**config.mk**
```make
export PLATFORM = sky130hd
export DESIGN_NAME = pm_dual_pacer
export DESIGN_NICKNAME = d
export VERILOG_FILES = /design/src/rtl/pm_pkg.sv /design/src/rtl/pm_interval_timer.sv /design/src/rtl/pm_chamber_fsm.sv /design/src/rtl/pm_dual_pacer.sv
export SDC_FILE = /design/constraint.sdc
export NUM_CORES = 1
export LEC_CHECK = 0
export ABC_CLOCK_PERIOD_IN_PS = 2400
export CAP_MARGIN = 25
export CORE_UTILIZATION = 50
export CTS_CLUSTER_SIZE = 28
export DETAILED_ROUTE_END_ITERATION = 6
export PLACE_DENSITY = 0.66
export SLEW_MARGIN = 40
export SYNTH_ARGS = -nofsm -noshare
export SYNTH_HDL_FRONTEND = slang
export SYNTH_SLANG_ARGS = --single-unit
```
**constraint.sdc**
```tcl
create_clock -name clk -period 2.4 [get_ports clk]
set_input_delay 0.72 -clock clk [delete_from_list [all_inputs] [get_ports clk]]
set_output_delay 0.72 -clock clk [all_outputs]
set_load 0.1 [all_outputs]
```
**src/rtl/pm_pkg.sv**
```systemverilog
package pm_pkg;
   localparam int NUM_CH = 2;
   localparam int CH_ATR = 0;
   localparam int CH_VEN = 1;

   typedef enum logic [2:0] {
      S_RST_A  = 3'd0,
      S_WAIT_A = 3'd1,
      S_PACE_A = 3'd2,
      S_RST_V  = 3'd3,
      S_WAIT_V = 3'd4,
      S_PACE_V = 3'd5
   } pm_state_e;
endpackage

```
**src/rtl/pm_interval_timer.sv**
```systemverilog
module pm_interval_timer #(
   parameter int unsigned INTERVAL = 160_000_000
) (
   input  logic clk,
   input  logic rst_n,
   input  logic load,
   output logic expired
);
   localparam int CNT_W = $clog2(INTERVAL + 1);
   localparam logic [CNT_W-1:0] RELOAD = CNT_W'(INTERVAL);

   if (INTERVAL < 1) begin : g_bad_interval
      $error("pm_interval_timer: INTERVAL must be at least 1");
   end

   logic [CNT_W-1:0] cnt;

   always_ff @(posedge clk or negedge rst_n) begin
      if (!rst_n)          cnt <= RELOAD;
      else if (load)       cnt <= RELOAD;
      else if (cnt != '0)  cnt <= cnt - 1'b1;
   end

   assign expired = (cnt == '0);


   expiry_hold_chk: assert property (@(posedge clk) disable iff (!rst_n)
      (expired && !load) |=> expired);

   reload_clear_chk: assert property (@(posedge clk) disable iff (!rst_n)
      load |=> !expired);
endmodule

```
**src/rtl/pm_chamber_fsm.sv**
```systemverilog
module pm_chamber_fsm
   import pm_pkg::*;
(
   input  logic              clk,
   input  logic              rst_n,
   input  logic [NUM_CH-1:0] sense,
   input  logic [NUM_CH-1:0] expired,
   output logic [NUM_CH-1:0] reload,
   output logic [NUM_CH-1:0] pace
);
   pm_state_e st, st_nxt;

   always_ff @(posedge clk or negedge rst_n) begin
      if (!rst_n) st <= S_RST_A;
      else        st <= st_nxt;
   end

   always_comb begin
      st_nxt = st;
      case (st)
         S_RST_A:  st_nxt = S_WAIT_A;
         S_WAIT_A: begin
            if (sense[CH_ATR])        st_nxt = S_RST_V;
            else if (expired[CH_ATR]) st_nxt = S_PACE_A;
         end
         S_PACE_A: st_nxt = S_RST_V;
         S_RST_V:  st_nxt = S_WAIT_V;
         S_WAIT_V: begin
            if (sense[CH_VEN])        st_nxt = S_RST_A;
            else if (expired[CH_VEN]) st_nxt = S_PACE_V;
         end
         S_PACE_V: st_nxt = S_RST_A;
         default:  st_nxt = S_RST_A;
      endcase
   end

   always_comb begin
      reload         = '0;
      pace           = '0;
      reload[CH_ATR] = (st == S_RST_A);
      reload[CH_VEN] = (st == S_RST_V);
      pace[CH_ATR]   = (st == S_PACE_A);
      pace[CH_VEN]   = (st == S_PACE_V);
   end


   atr_sense_chk: assert property (@(posedge clk) disable iff (!rst_n)
      (st == S_WAIT_A && sense[CH_ATR]) |=> (st == S_RST_V));

   ven_sense_chk: assert property (@(posedge clk) disable iff (!rst_n)
      (st == S_WAIT_V && sense[CH_VEN]) |=> (st == S_RST_A));

   sense_beats_expiry_chk: assert property (@(posedge clk) disable iff (!rst_n)
      (st == S_WAIT_A && sense[CH_ATR] && expired[CH_ATR]) |=> !pace[CH_ATR]);

   pace_atr_pulse_chk: assert property (@(posedge clk) disable iff (!rst_n)
      pace[CH_ATR] |=> !pace[CH_ATR]);

   pace_ven_pulse_chk: assert property (@(posedge clk) disable iff (!rst_n)
      pace[CH_VEN] |=> !pace[CH_VEN]);

   alternate_a_chk: assert property (@(posedge clk) disable iff (!rst_n)
      pace[CH_ATR] |=> reload[CH_VEN]);

   alternate_v_chk: assert property (@(posedge clk) disable iff (!rst_n)
      pace[CH_VEN] |=> reload[CH_ATR]);
endmodule

```
**src/rtl/pm_dual_pacer.sv**
```systemverilog
module pm_dual_pacer
   import pm_pkg::*;
#(
   parameter int unsigned INTERVAL = 160_000_000
) (
   input  logic clk,
   input  logic rst_n,
   input  logic sense_atr,
   input  logic sense_vent,
   output logic pace_atr,
   output logic pace_vent
);
   if (INTERVAL < 1) begin : g_bad_interval
      $error("pm_dual_pacer: INTERVAL must be at least 1");
   end

   logic [NUM_CH-1:0] sense_v, expired_v, reload_v, pace_v;

   assign sense_v[CH_ATR] = sense_atr;
   assign sense_v[CH_VEN] = sense_vent;

   for (genvar c = 0; c < NUM_CH; c++) begin : g_tmr
      pm_interval_timer #(.INTERVAL(INTERVAL)) u_tmr (
         .clk     (clk),
         .rst_n   (rst_n),
         .load    (reload_v[c]),
         .expired (expired_v[c])
      );
   end

   pm_chamber_fsm u_fsm (
      .clk     (clk),
      .rst_n   (rst_n),
      .sense   (sense_v),
      .expired (expired_v),
      .reload  (reload_v),
      .pace    (pace_v)
   );

   assign pace_atr  = pace_v[CH_ATR];
   assign pace_vent = pace_v[CH_VEN];


   no_dual_pace_chk: assert property (@(posedge clk) disable iff (!rst_n)
      !(pace_atr && pace_vent));
endmodule

```
* After elaboration in Yosys (flattened, before gate mapping) *
Cells that the tools add are included.

word-level totals
  register bits after elaboration = 59
  output and inout port bits = 2
  logic and storage cells = 29

cells by class
  add/subtract/negate cells = 2
  equal/unequal tests = 7
  multiplexer cells = 9
  reductions and logical operators = 8

operators with widths
  operator               count
  $mux 28                4
  $logic_not 28->1       2
  $reduce_bool 28->1     2
  $sub 28x1->28 const B  2
  $pmux 3 s5             1
  $mux 3                 4
  $eq 3x2->1 const B     2
  $eq 3x3->1 const B     2
  $ne 3x3->1 const B     2
  $reduce_bool 2->1      2
  $eq 3x1->1 const B     1
  $logic_not 3->1        1
  $reduce_and 2->1       1

* Longest topological paths before layout *
  word-level depth = 4
  gate-level depth with buffers = 8

* By module *
A second synthesis with hierarchy kept.

unflattened totals
  cell total of the unflattened synthesis = 353
  area, all modules = 3392.0 sq um

modules (own cells, without submodules)
  module                              times used  cells an instance  area each (sq um)
  pm_interval_timer (g_tmr[1].u_tmr)  1           174                1649.1
  pm_interval_timer (g_tmr[0].u_tmr)  1           162                1581.5
  pm_chamber_fsm                      1           17                 161.4

* Worst setup path before layout *
Ideal clock, no wire load.

  path kind = register to output
  start point = register u_fsm.st[1]
  end point = output port pace_atr
  arrival time = 2.767 ns
  slack = -1.087 ns
  stages on the path, launching flop included = 3
  buffers on the path = 1
  path through = dfrtp_1 > clkbuf_1 > nor3b_1

on the way
  longest elaborated chain between the ends = 1

RTL lines
  item                      RTL line              RTL
  start: declaration        pm_chamber_fsm.sv:11  pm_state_e st, st_nxt;
  start signal: assignment  pm_chamber_fsm.sv:15  else st <= st_nxt;
  $eq 3x2->1                pm_chamber_fsm.sv:42  pace[CH_ATR] = (st == S_PACE_A);
  end: declaration          pm_dual_pacer.sv:10   output logic pace_atr,

No other way between the ends.

* Worst setup path in the final report *
  start point = register g_tmr[1].u_tmr.cnt[15]
  end point = register g_tmr[1].u_tmr.cnt[26]

on the way
  longest elaborated chain between the ends = 3

RTL lines
  item                      RTL line                 RTL
  start: declaration        pm_interval_timer.sv:16  logic [CNT_W-1:0] cnt;
  start signal: assignment  pm_interval_timer.sv:21  else if (cnt != '0) cnt <= cnt - 1'b1;
  $sub 28x1->28             pm_interval_timer.sv:21
  $mux 28                   pm_interval_timer.sv:21
  $mux 28                   pm_interval_timer.sv:20  else if (load) cnt <= RELOAD;

Parallel ways exist; a longest one is shown, timed or not. The select of a mux whose other input is x is not followed.
A chain may end at the register's enable or synchronous reset.

==> reports/metrics.csv <==
metric;value;unit
status;complete, no violations;
post-synth top area cell;dfrtp_1;
Pwr Total;3.87;mW
I/O pin count;6;
area share of the largest cell type after synthesis;32.5;%
Final setup viols;0;
area growth from synthesis to layout;15.9;%
vias;2876;
CTS tree;done;
crit end category;flip-flop;
net count after synthesis;368;
GRT overflow;0;
min-delay worst type;input pin to asynchronous set/reset pin;
antenna-violating nets left;0;
vias in the first global route;2723;
library cells used by synthesis;46;
clock sink count;59;
fin nets;396;
clk root buf;clkbuf_8;
power density over cell area;1010;mW/mm²
worst vdd ir;0.620;mV
Cells after Synth;360;
CP max FO;6;
TNS Setup;0;ns
CTS max path bufs;2;
Clock Latency Late Sink;0.35;ns
Post-synth EDFFs;0;
Tcrit/Tclk final;96.0;%
Worst Tran Pin Value;0.556;ns
gr usage total;23.6;%
Slew headroom;62.7;%
critical path's slowest cell;or4_4;
Final WS setup;0.0950;ns
Avg Vias per Cell;6.12;
CTS buffer count;9;
number of diodes;0;
Initial DRC Count;202;
WL/cell;15.9;µm
Area contributors post-synth;dfrtp_1 33%, dfstp_2 13%, a21oi_1 4.2%;
switching share of power;40.6;%
sequence of cells on the critical path;or4_4 -> nor4_4 -> buf_4 -> nand4b_1 -> or4_1 -> a21oi_1;
max incr delay on CP;0.57;ns
Seq pwr share;37.8;%
Die ar.;0.00694;mm²
die width;83.3;µm
Pins Over Slew Limit;0;
Synth Register Bits;59;
asr flop ratio synth;100;%
most frequent cells in the layout;43 x dfrtp_1, 31 x nor2_1, 29 x buf_4;
floorplan row count;29;
Cell Int Power;2.30;mW
Crit path required time;2.66;ns
largest net degree at the start of global routing;37;
DRC;0;
port bufs;5;
Initial Util;52.1;%
Startpoint Class;flip-flop;
Switch Pwr;1.57;mW
first-pass GRT wire length;13000;µm
setup slack at placement;0.0340;ns
post-DP HPWL;5080;µm
Clock Power Share;23.2;%
final hold vios;0;
minimum clock period after layout;2.31;ns
commonest non-fill, non-tap cell in the layout;dfrtp_1;
Final Skew;0.0111;ns
Gate power share;39.0;%
die height;83.3;µm
First-pass DRT Iterations;5;
total of max-cap violations;0;
initial antenna violation count;0;
RSZ-0062 raised after global routing;no;
core footprint;0.00635;mm²
RD Place Congestion;0.831;
CTS HTree Levels;3;
Reg clk slew, reported paths;0.07;ns
share of cells above drive strength 1;20.4;%
DRT Wirelength;7450;µm
Syn Area/Cell;9.19;µm²
ys flop type;dfrtp_1;
yosys warns;0;
WP data arrival;2.57;ns
Leak;1.52;nW
cell area after synthesis;0.00331;mm²
Max Clock Freq;0.434;GHz
sequential-to-total area share from yosys stat;45.3;%
Crit Path Class;flip-flop to flip-flop;
[metrics by stage]
step / hold WS, ns / instance area (µm²) / cells / utilization [%]
floorplan: 0.424 / 3320 / 360 / -
CTS: 0.374 / 3800 / 467 / 59.9
global route: 0.395 / 3830 / 470 / 60.3
global placement: 0.508 / 3610 / 451 / 56.9
detailed placement: 0.511 / 3610 / 451 / 56.9
finish: 0.358 / 3830 / 470 / 60.3
[cell usage after synthesis (5+ instances only)]
library cell	count
nor4_1	10
dfstp_2	16
or4_1	18
nor2_1	31
nand3_1	14
or3_1	19
a21oi_1	28
xor2_1	11
xnor2_1	7
o31ai_1	8
dfrtp_1	43
inv_1	8
o21ai_0	18
nor3_1	19
nand4_1	5
nand2_1	22
o21ai_1	7
nand2b_1	6
clkbuf_1	12
[layer usage]
| layer | vias to the layer above | global-route usage (%) | wire, µm |
|---|---|---|---|
| li1 | 1401 | - | - |
| met1 | 1396 | 34.0 | 3750 |
| met2 | 63 | 34.0 | 3190 |
| met3 | 16 | 4.37 | 320 |
| met4 | 0 | 11.9 | 187 |
| met5 | - | 0 | 0 |
[power groups by stage]
stage	Combinational (mW)	Clock, mW	Sequential, mW
after detailed placement	1.49	0	1.47
final	1.51	0.899	1.46
after global routing	1.68	0.953	1.50
after floorplan	1.07	0	1.39
after CTS	1.50	0.917	1.46
after global placement	1.46	0	1.46
[kinds of logic after synthesis]
logic type / Yosys count / share of synthesized area, %
xor gates and xnor gates: 18 / 4.77
AOI/OAI and AO/OA: 74 / 13.0
adders and majority gates: 4 / 1.51
DFF: 59 / 45.3
buffers and inverters: 26 / 3.10
muxes: 2 / 0.605
and+or+nand+nor: 177 / 31.8
[sequential cells by signal (all words and copies together), names as in the netlist]
signal           flops
u_fsm.st             3
g_tmr.u_tmr.cnt     56
[repair_timing]
action	CTS	global route
buffers inserted	0	3
gates resized for setup	0	1
hold buffers	0	0
endpoints found under the setup margin	0	12
[critical path: cells and delay by family (launching register included)]
kind,cells,cell delay [ns]
compound gates,1,0.16
buf+inv,1,0.18
simple gates,4,1.47
flops,1,0.41
[final timing paths]
check                                                   startpoint                            endpoint  slack, ns  cells past startpoint
max in group asynchronous                                    rst_n  g_tmr[0].u_tmr.cnt[14]$_DFFE_PN1P_       1.62                      2
min in group clk                g_tmr[0].u_tmr.cnt[13]$_DFFE_PN1P_  g_tmr[0].u_tmr.cnt[13]$_DFFE_PN1P_       0.52                      2
worst max register to register  g_tmr[1].u_tmr.cnt[15]$_DFFE_PN0P_  g_tmr[1].u_tmr.cnt[26]$_DFFE_PN0P_       0.09                      6
worst min-delay path                                         rst_n  g_tmr[1].u_tmr.cnt[10]$_DFFE_PN0P_       0.36                      2
worst min register to register  g_tmr[0].u_tmr.cnt[13]$_DFFE_PN1P_  g_tmr[0].u_tmr.cnt[13]$_DFFE_PN1P_       0.52                      2
worst max-delay path            g_tmr[1].u_tmr.cnt[15]$_DFFE_PN0P_  g_tmr[1].u_tmr.cnt[26]$_DFFE_PN0P_       0.09                      6
[final cells by class]
cell class                 count  area [µm²]
clock buffer                  11         141
clock inverter                 5        52.6
fill                         546        2520
inverter                       9        33.8
multi-input combinational    275        1730
sequential                    59        1500
tap                           77        96.3
timing repair buffer          34         283
Power figures use the tool's default switching activity.
